===== src/rtl/chipsel_pkg.sv =====
package chipsel_pkg;

    localparam int CFG_W     = 8;
    localparam int SIZE_W    = 2;
    localparam int NUM_SIZES = 1 << SIZE_W;
    localparam int NUM_IO    = 2;

    typedef struct packed {
        logic              io0_en;
        logic              io0_pol;
        logic              io1_en;
        logic              io1_pol;
        logic              gen_first;
        logic              prog_en;
        logic [SIZE_W-1:0] prog_size;
    } csel_cfg_t;

endpackage


===== src/rtl/csel_cfg_reg.sv =====
module csel_cfg_reg
    import chipsel_pkg::*;
(
    input  logic             clk,
    input  logic             rst_n,
    input  logic             exp_mode,
    input  logic             we,
    input  logic [CFG_W-1:0] wdata,
    output csel_cfg_t        cfg,
    output logic [CFG_W-1:0] rdata
);

    csel_cfg_t cfg_q;

    always_ff @(posedge clk) begin
        if (!rst_n) begin
            cfg_q         <= '0;
            cfg_q.prog_en <= exp_mode;
        end else if (we) begin
            cfg_q <= csel_cfg_t'(wdata);
        end
    end

    assign cfg   = cfg_q;
    assign rdata = CFG_W'(cfg_q);

    // a write is visible on the read port after one edge
    p_write_lands_r1: assert property (@(posedge clk) disable iff (!rst_n)
        we |=> (rdata == $past(wdata)));

    // without a write the register holds
    p_reg_holds_r1: assert property (@(posedge clk) disable iff (!rst_n)
        (!we && $past(rst_n)) |=> $stable(rdata));

endmodule


===== src/rtl/csel_win_match.sv =====
module csel_win_match
    import chipsel_pkg::*;
#(
    parameter int ADDR_W = 16,
    parameter int LOG_W  = $clog2(ADDR_W + 1)
) (
    input  logic [ADDR_W-1:0] addr,
    input  logic [SIZE_W-1:0] size_code,
    input  logic [ADDR_W-1:0] gen_base,
    input  logic [LOG_W-1:0]  gen_log2,
    output logic              prog_hit,
    output logic              gen_hit
);

    logic [NUM_SIZES-1:0] top_ones;

    generate
        for (genvar k = 0; k < NUM_SIZES; k++) begin : g_size
            if (k == 0) begin : g_full
                assign top_ones[k] = 1'b1;
            end else begin : g_part
                assign top_ones[k] = &addr[ADDR_W-1 -: k];
            end
        end
    endgenerate

    assign prog_hit = top_ones[size_code];

    logic [ADDR_W:0] addr_hi;
    logic [ADDR_W:0] base_hi;

    always_comb begin
        addr_hi = {1'b0, addr}     >> gen_log2;
        base_hi = {1'b0, gen_base} >> gen_log2;
        gen_hit = (addr_hi == base_hi);
    end

endmodule


===== src/rtl/csel_io_port.sv =====
module csel_io_port #(
    parameter int          PAGE_W = 8,
    parameter logic [PAGE_W-1:0] PAGE = '0
) (
    input  logic              clk,
    input  logic              rst_n,
    input  logic [PAGE_W-1:0] addr_page,
    input  logic              valid,
    input  logic              en,
    input  logic              pol,
    output logic              cs,
    output logic              free
);

    logic hit;
    logic cs_d;

    always_comb begin
        hit = valid && (addr_page == PAGE);
        if (en) cs_d = pol ? hit : ~hit;
        else    cs_d = ~pol;
    end

    always_ff @(posedge clk) begin
        if (!rst_n) cs <= 1'b1;
        else        cs <= cs_d;
    end

    assign free = ~en;

    // disabled active-low pin stays high
    p_idle_low_pin_r7: assert property (@(posedge clk) disable iff (!rst_n)
        (!en && !pol) |=> cs);

    // enabled active-high pin stays low with no strobe
    p_no_strobe_io_r7: assert property (@(posedge clk) disable iff (!rst_n)
        (en && pol && !valid) |=> !cs);

endmodule


===== src/rtl/chipsel_ctrl.sv =====
module chipsel_ctrl
    import chipsel_pkg::*;
#(
    parameter int ADDR_W  = 16,
    parameter int PAGE_W  = 8,
    parameter logic [NUM_IO*PAGE_W-1:0] IO_PAGES = {8'h41, 8'h40},
    localparam int LOG_W  = $clog2(ADDR_W + 1)
) (
    input  logic              clk,
    input  logic              rst_n,
    input  logic              exp_mode_i,
    input  logic [ADDR_W-1:0] bus_addr_i,
    input  logic              bus_valid_i,
    input  logic              reg_we_i,
    input  logic [CFG_W-1:0]  reg_wdata_i,
    output logic [CFG_W-1:0]  reg_rdata_o,
    input  logic [ADDR_W-1:0] gen_base_i,
    input  logic [LOG_W-1:0]  gen_log2_i,
    output logic              cs_prog_o,
    output logic              cs_gen_o,
    output logic [NUM_IO-1:0] cs_io_o,
    output logic [NUM_IO-1:0] io_free_o
);

    csel_cfg_t cfg;
    logic      prog_win;
    logic      gen_win;

    csel_cfg_reg u_cfg (
        .clk      (clk),
        .rst_n    (rst_n),
        .exp_mode (exp_mode_i),
        .we       (reg_we_i),
        .wdata    (reg_wdata_i),
        .cfg      (cfg),
        .rdata    (reg_rdata_o)
    );

    csel_win_match #(.ADDR_W(ADDR_W), .LOG_W(LOG_W)) u_win (
        .addr      (bus_addr_i),
        .size_code (cfg.prog_size),
        .gen_base  (gen_base_i),
        .gen_log2  (gen_log2_i),
        .prog_hit  (prog_win),
        .gen_hit   (gen_win)
    );

    logic p_raw, g_raw, prog_d, gen_d;

    always_comb begin
        p_raw  = cfg.prog_en && bus_valid_i && prog_win;
        g_raw  = bus_valid_i && gen_win;
        prog_d = p_raw && !(g_raw && cfg.gen_first);
        gen_d  = g_raw && !(p_raw && !cfg.gen_first);
    end

    always_ff @(posedge clk) begin
        if (!rst_n) begin
            cs_prog_o <= 1'b0;
            cs_gen_o  <= 1'b0;
        end else begin
            cs_prog_o <= prog_d;
            cs_gen_o  <= gen_d;
        end
    end

    logic [NUM_IO-1:0] io_en;
    logic [NUM_IO-1:0] io_pol;
    assign io_en  = {cfg.io1_en,  cfg.io0_en};
    assign io_pol = {cfg.io1_pol, cfg.io0_pol};

    generate
        for (genvar i = 0; i < NUM_IO; i++) begin : g_io
            csel_io_port #(
                .PAGE_W (PAGE_W),
                .PAGE   (IO_PAGES[i*PAGE_W +: PAGE_W])
            ) u_io (
                .clk       (clk),
                .rst_n     (rst_n),
                .addr_page (bus_addr_i[ADDR_W-1 -: PAGE_W]),
                .valid     (bus_valid_i),
                .en        (io_en[i]),
                .pol       (io_pol[i]),
                .cs        (cs_io_o[i]),
                .free      (io_free_o[i])
            );
        end
    endgenerate

    // the two memory selects are exclusive
    p_mem_exclusive_r5: assert property (@(posedge clk) disable iff (!rst_n)
        !(cs_prog_o && cs_gen_o));

    // no strobe, no memory select
    p_no_strobe_r4: assert property (@(posedge clk) disable iff (!rst_n)
        !bus_valid_i |=> (!cs_prog_o && !cs_gen_o));

    // program select disabled keeps it low
    p_prog_off_r4: assert property (@(posedge clk) disable iff (!rst_n)
        !cfg.prog_en |=> !cs_prog_o);

    // a 32 KB window excludes the lower half
    p_half_window_r3: assert property (@(posedge clk) disable iff (!rst_n)
        (cfg.prog_size == 2'b01 && !bus_addr_i[ADDR_W-1]) |=> !cs_prog_o);

endmodule


===== config.mk =====
export PLATFORM = sky130hd
export DESIGN_NAME = chipsel_ctrl
export DESIGN_NICKNAME = d
export VERILOG_FILES = /design/src/rtl/chipsel_pkg.sv /design/src/rtl/csel_cfg_reg.sv /design/src/rtl/csel_win_match.sv /design/src/rtl/csel_io_port.sv /design/src/rtl/chipsel_ctrl.sv
export SDC_FILE = /design/constraint.sdc
export NUM_CORES = 1
export LEC_CHECK = 0
export BUFFER_PORTS_ARGS = -buffer_cell sky130_fd_sc_hd__buf_2
export CORE_MARGIN = 2
export CORE_UTILIZATION = 43
export CTS_CLUSTER_SIZE = 16
export DETAILED_ROUTE_END_ITERATION = 10
export HOLD_SLACK_MARGIN = 0.05
export PLACE_DENSITY = 0.84
export SLEW_MARGIN = 5
export SYNTH_ARGS = -nofsm -noshare
export SYNTH_HDL_FRONTEND = slang
export SYNTH_SLANG_ARGS = --single-unit

===== constraint.sdc =====
create_clock -name clk -period 2.9 [get_ports clk]
set_clock_uncertainty 0.1 [all_clocks]
set_input_delay 0.87 -clock clk [delete_from_list [all_inputs] [get_ports clk]]
set_output_delay 0.87 -clock clk [all_outputs]
set_load 0.1 [all_outputs]

; Word-level counts from Yosys, hierarchy flattened
; Index checks and enable logic that the tools add are counted.
[word_totals]
elab_cells = 46
output_inout_bits = 14
register_bits = 12
[op_classes]
shifts = 2
n_bitwise = 6
muxes = 8
eq_ne = 4
n_lt_le_gt_ge = 1
n_reduce_logical = 14
[ops]
columns = cell, n
row1 = >> shifter 16 x 5 -> 17 bit, 2
row2 = == test 17 bit, 1
row3 = == test 8 x 7 -> 1 bit (second input constant), 2
row4 = logical AND 1 bit, 9
row5 = two-way mux 3 bit, 2
row6 = inverter 1 bit, 6
row7 = two-way mux 1 bit, 5
row8 = logical NOT 1 bit, 3
row9 = < comparator 2 x 3 -> 1 bit (second input constant), 1
row10 = AND reduction 3 bit, 1
row11 = binary-select mux 1 bit (select 2 bit), 1
row12 = inequality test 2 x 1 -> 1 bit (second input constant), 1
row13 = AND reduction 2 bit, 1

; Longest topological paths before layout
[logic_depth]
ltp_word = 7
mapped_depth = 6
mapped_depth_nobuf = 6

; Cells and area by module
; Synthesis repeated with hierarchy kept, for this count alone.
[hier_totals]
hier_cells = 106
area_unflattened_um2 = 928.4
[by_module_without_submodules]
columns = module, instances, cells_per_inst, area_per_inst_um2
row1 = csel_cfg_reg, 1, 35, 375.4
row2 = csel_win_match, 1, 48, 331.6
row3 = csel_io_port at g_io[0].u_io, 1, 8, 78.8
row4 = csel_io_port at g_io[1].u_io, 1, 8, 76.3
row5 = chipsel_ctrl, 1, 7, 66.3

; Least setup slack after synthesis
; No wires, ideal clock.
[synth_timing]
kind = in2reg
start = input bus_addr_i[14]
end = register cs_prog_o
t_required_ps = 2684
setup_time_ps = 116
arrival_ps = 1956
path_stages = 6
slack_ps = 728
n_path_buf = 0
path_cell_list = xor2_1 -> a21oi_1 -> o221ai_1 -> a221oi_2 -> o221ai_2 -> o211a_1
[synth_via]
elab_chain_len = 6
[synth_lines]
columns = item, line_no
row1 = start: declaration, chipsel_ctrl.sv:12  ; input logic [ADDR_W-1:0] bus_addr_i,
row2 = >> shifter 16 x 5 -> 17 bit, csel_win_match.sv:33  ; addr_hi = {1'b0, addr} >> gen_log2;
row3 = == test 17 bit, csel_win_match.sv:35  ; gen_hit = (addr_hi == base_hi);
row4 = logical AND 1 bit, chipsel_ctrl.sv:52  ; g_raw = bus_valid_i && gen_win;
row5 = logical AND 1 bit, chipsel_ctrl.sv:53  ; prog_d = p_raw && !(g_raw && cfg.gen_first);
row6 = logical NOT 1 bit, chipsel_ctrl.sv:53
row7 = logical AND 1 bit *, chipsel_ctrl.sv:53
row8 = end signal: assignment, chipsel_ctrl.sv:62  ; cs_prog_o <= prog_d;
row9 = end: declaration, chipsel_ctrl.sv:19  ; output logic cs_prog_o,
; Mark *: on every way between the ends. The rest lies on a longest branch, timed or not. The select of a mux whose other input is x is not followed.
; A chain may end at the register's enable or synchronous reset.

; Final worst setup path
; Same ends and word-level chain as after synthesis.

==> results.cfg <==
[sta]
relSlewSlack = 0.686
max_slew.worst_pin.slew_ns = 0.464
layout_min_cycle_time_ns = 2.16
hold_viol = 0
fin_tns_setup_ns = 0
setup_viol = 0
whs_ns = 0.406
drv_slew = 0
rsz0062_at_grt = no
timing.fmax_mhz = 463
fin_crit_sh = 0.745

[floorplan]
fp.coreArea_um2 = 1940
start_util = 0.454
die_x_um = 49.3
dieArea_um2 = 2430
fp.dieH_um = 49.3
io_pins = 64
num_rows = 16

[clock_tree]
cts_hold_buf = 0
clk_latency_ns = 0.27
cts_tree = done
post_cts_buffers = 0
cts.clk_slew.worst_paths_ns = 0.07
cts.sinks = 12
clk_path_buf_depth = 2
cts_buffers = 3
clockRootBuffer = clkbuf_4
htree_levels = 1
post_cts_resized = 0

[placement]
dpl-instance-area_um2 = 1160
placed_cells = 181
gp_congestion = 0.865
io_buffers = 63
hpwl_um = 1830

[global_routing]
antenna_found_initial = 0
overflow = 0
grt_usage = 0.190
grt_max_degree = 15
grt_pass1_vias = 935
grt_pass1_wl_um = 3710

[setup_path]
slowest_stage = a221oi_2
endpoint_kind = flip-flop
crit_buf_inv = 1
crit_cells = 7
path_class = input port to flip-flop
worstPathArrival_ns = 2.22
critPathLaunchType = input port
crit_required_ns = 2.96
crit_fanout = 3
cp_top_family = compound AO/OA/AOI/OAI gates
max_stage_delay_ns = 0.34
cp_cell_sequence = buf_2 > xor2_1 > a21oi_1 > o221ai_1 > a221oi_2 > o221ai_2 > o211a_1
worstRegToRegCells = 4

[logic_synthesis]
synth-main-ff-cell = dfxtp_1
synthesis.area_um2 = 882
ys_warn_count = 0
synth_top_area_share = 0.250
synth.avg_cell_area_um2 = 8.73
synthTopCellsByArea = dfxtp_1 25%, xnor2_1 12%, mux2i_1 9.1%
synth_top_area_cell = dfxtp_1
syn-instance-count = 101
async_reset_ff_frac = 0
ys_seq_area_frac = 0.284
syn-num-nets = 151
synth_seq_cells = 12
synth_edf_count = 1
synth_cell_types = 30

[drt]
first_iter_violations = 7
vias_per_cell = 4.92
routed_wl_um = 2160
drc = 0
drtPass1Iterations = 4
dr_total_vias = 910
ant_nets = 0
wl_per_cell_um = 11.7

[layout]
layout-drive-gt1-share = 0.456
seqCellArea_um2 = 250
finalNetCount = 209
final_core_util = 0.618
antenna_cells = 0
mostFrequentLayoutCells = 63 x buf_2, 12 x xnor2_1, 11 x dfxtp_1
synthToLayoutAreaGrowth_pct = 36.0
post-route-cell-area_um2 = 1200
mostFrequentLayoutCell = buf_2
nFillCells = 179
multi_input_area_um2 = 534
final_cells = 185

[outcome]
status = finished clean

[run]
max_cap_violations = 0

[power_and_ir_drop]
p_int_uw = 320
p_sw_uw = 201
pwr-share-clk = 0.252
swShare = 0.386
p_seq_frac = 0.352
comb_power_share = 0.397
p_leak_uw = 0.000581
powerDensity_nw_per_um2 = 434
peakVddDrop_mv = 0.354

[worst_hold_path]
hold_class = flip-flop to flip-flop
whs_path_depth = 2
-- Yosys cell counts (all sizes together) (2+ instances only) --
| cell type | number |
|---|---|
| a21oi | 2 |
| mux2i | 8 |
| xor2 | 6 |
| nor4b | 2 |
| clkbuf | 2 |
| dfxtp | 11 |
| nor2b | 7 |
| a221oi | 3 |
| inv | 8 |
| buf | 8 |
| o221ai | 2 |
| o21ai | 4 |
| nand3 | 2 |
| o211ai | 2 |
| xnor2 | 12 |
| nor2 | 3 |
| nand2 | 9 |
-- state kept, by name (all words and copies together), names as in the netlist --
| signal | count |
|---|---|
| cs_gen_o | 1 |
| cs_prog_o | 1 |
| u_cfg.cfg | 8 |
| g_io.u_io.cs | 2 |
-- cells by family after synthesis --
logic type / Yosys count / synth area share
flops: 12 / 0.284
buf+inv: 18 / 0.111
simple gates: 27 / 0.163
mux: 9 / 0.104
xor+xnor: 18 / 0.179
compound gates: 17 / 0.160
-- per-stage QoR --
stage          total power [µW]  worst slack, ns
6_report                    521            0.739
5_1_grt                     549            0.649
4_1_cts                     525            0.760
3_5_place_dp                393            0.481
3_3_place_gp                390            0.550
2_1_floorplan               339            0.728
-- per-layer routing --
layer | global-route usage | part of all wire | vias up
li1 | - | - | 455
met3 | 0.0368 | 0.096 | 2
met1 | 0.204 | 0.39 | 404
met2 | 0.360 | 0.51 | 49
met4 | 0.0714 | 0.0037 | 0
met5 | 0 | 0 | -
-- path summary, 6_finish.rpt --
| path | startpoint | to | slack (ns) |
|---|---|---|---|
| hold / removal | u_cfg.cfg[3]$_SDFFE_PN0P_ | cs_gen_o$_SDFF_PN0_ | 0.41 |
| hold reg to reg | u_cfg.cfg[3]$_SDFFE_PN0P_ | cs_gen_o$_SDFF_PN0_ | 0.41 |
| setup / recovery | bus_addr_i[14] | cs_prog_o$_SDFF_PN0_ | 0.74 |
| setup reg to reg | u_cfg.cfg[1]$_SDFFE_PN0P_ | cs_prog_o$_SDFF_PN0_ | 1.71 |
-- final cells by class --
| class | instances | share of cell area |
|---|---|---|
| multi-input combinational | 71 | 0.445 |
| tap | 27 | 0.0282 |
| inverter | 8 | 0.0250 |
| clock buffer | 4 | 0.0302 |
| timing repair buffer | 63 | 0.263 |
| sequential | 12 | 0.209 |
-- power groups by stage --
stage / clock, µW / sequential [µW] / combinational (µW)
3_5_place_dp: 0 / 187 / 206
4_1_cts: 134 / 183 / 207
6_report: 131 / 183 / 207
3_3_place_gp: 0 / 187 / 203
2_1_floorplan: 0 / 224 / 115
5_1_grt: 143 / 185 / 221
-- worst min-delay path, cell delays in order, from the launching register on --
cell	delay, ns
dfxtp_1	0.33
inv_1	0.08
a211oi_2	0.06
No activity file was read; power rests on OpenSTA's default activity.
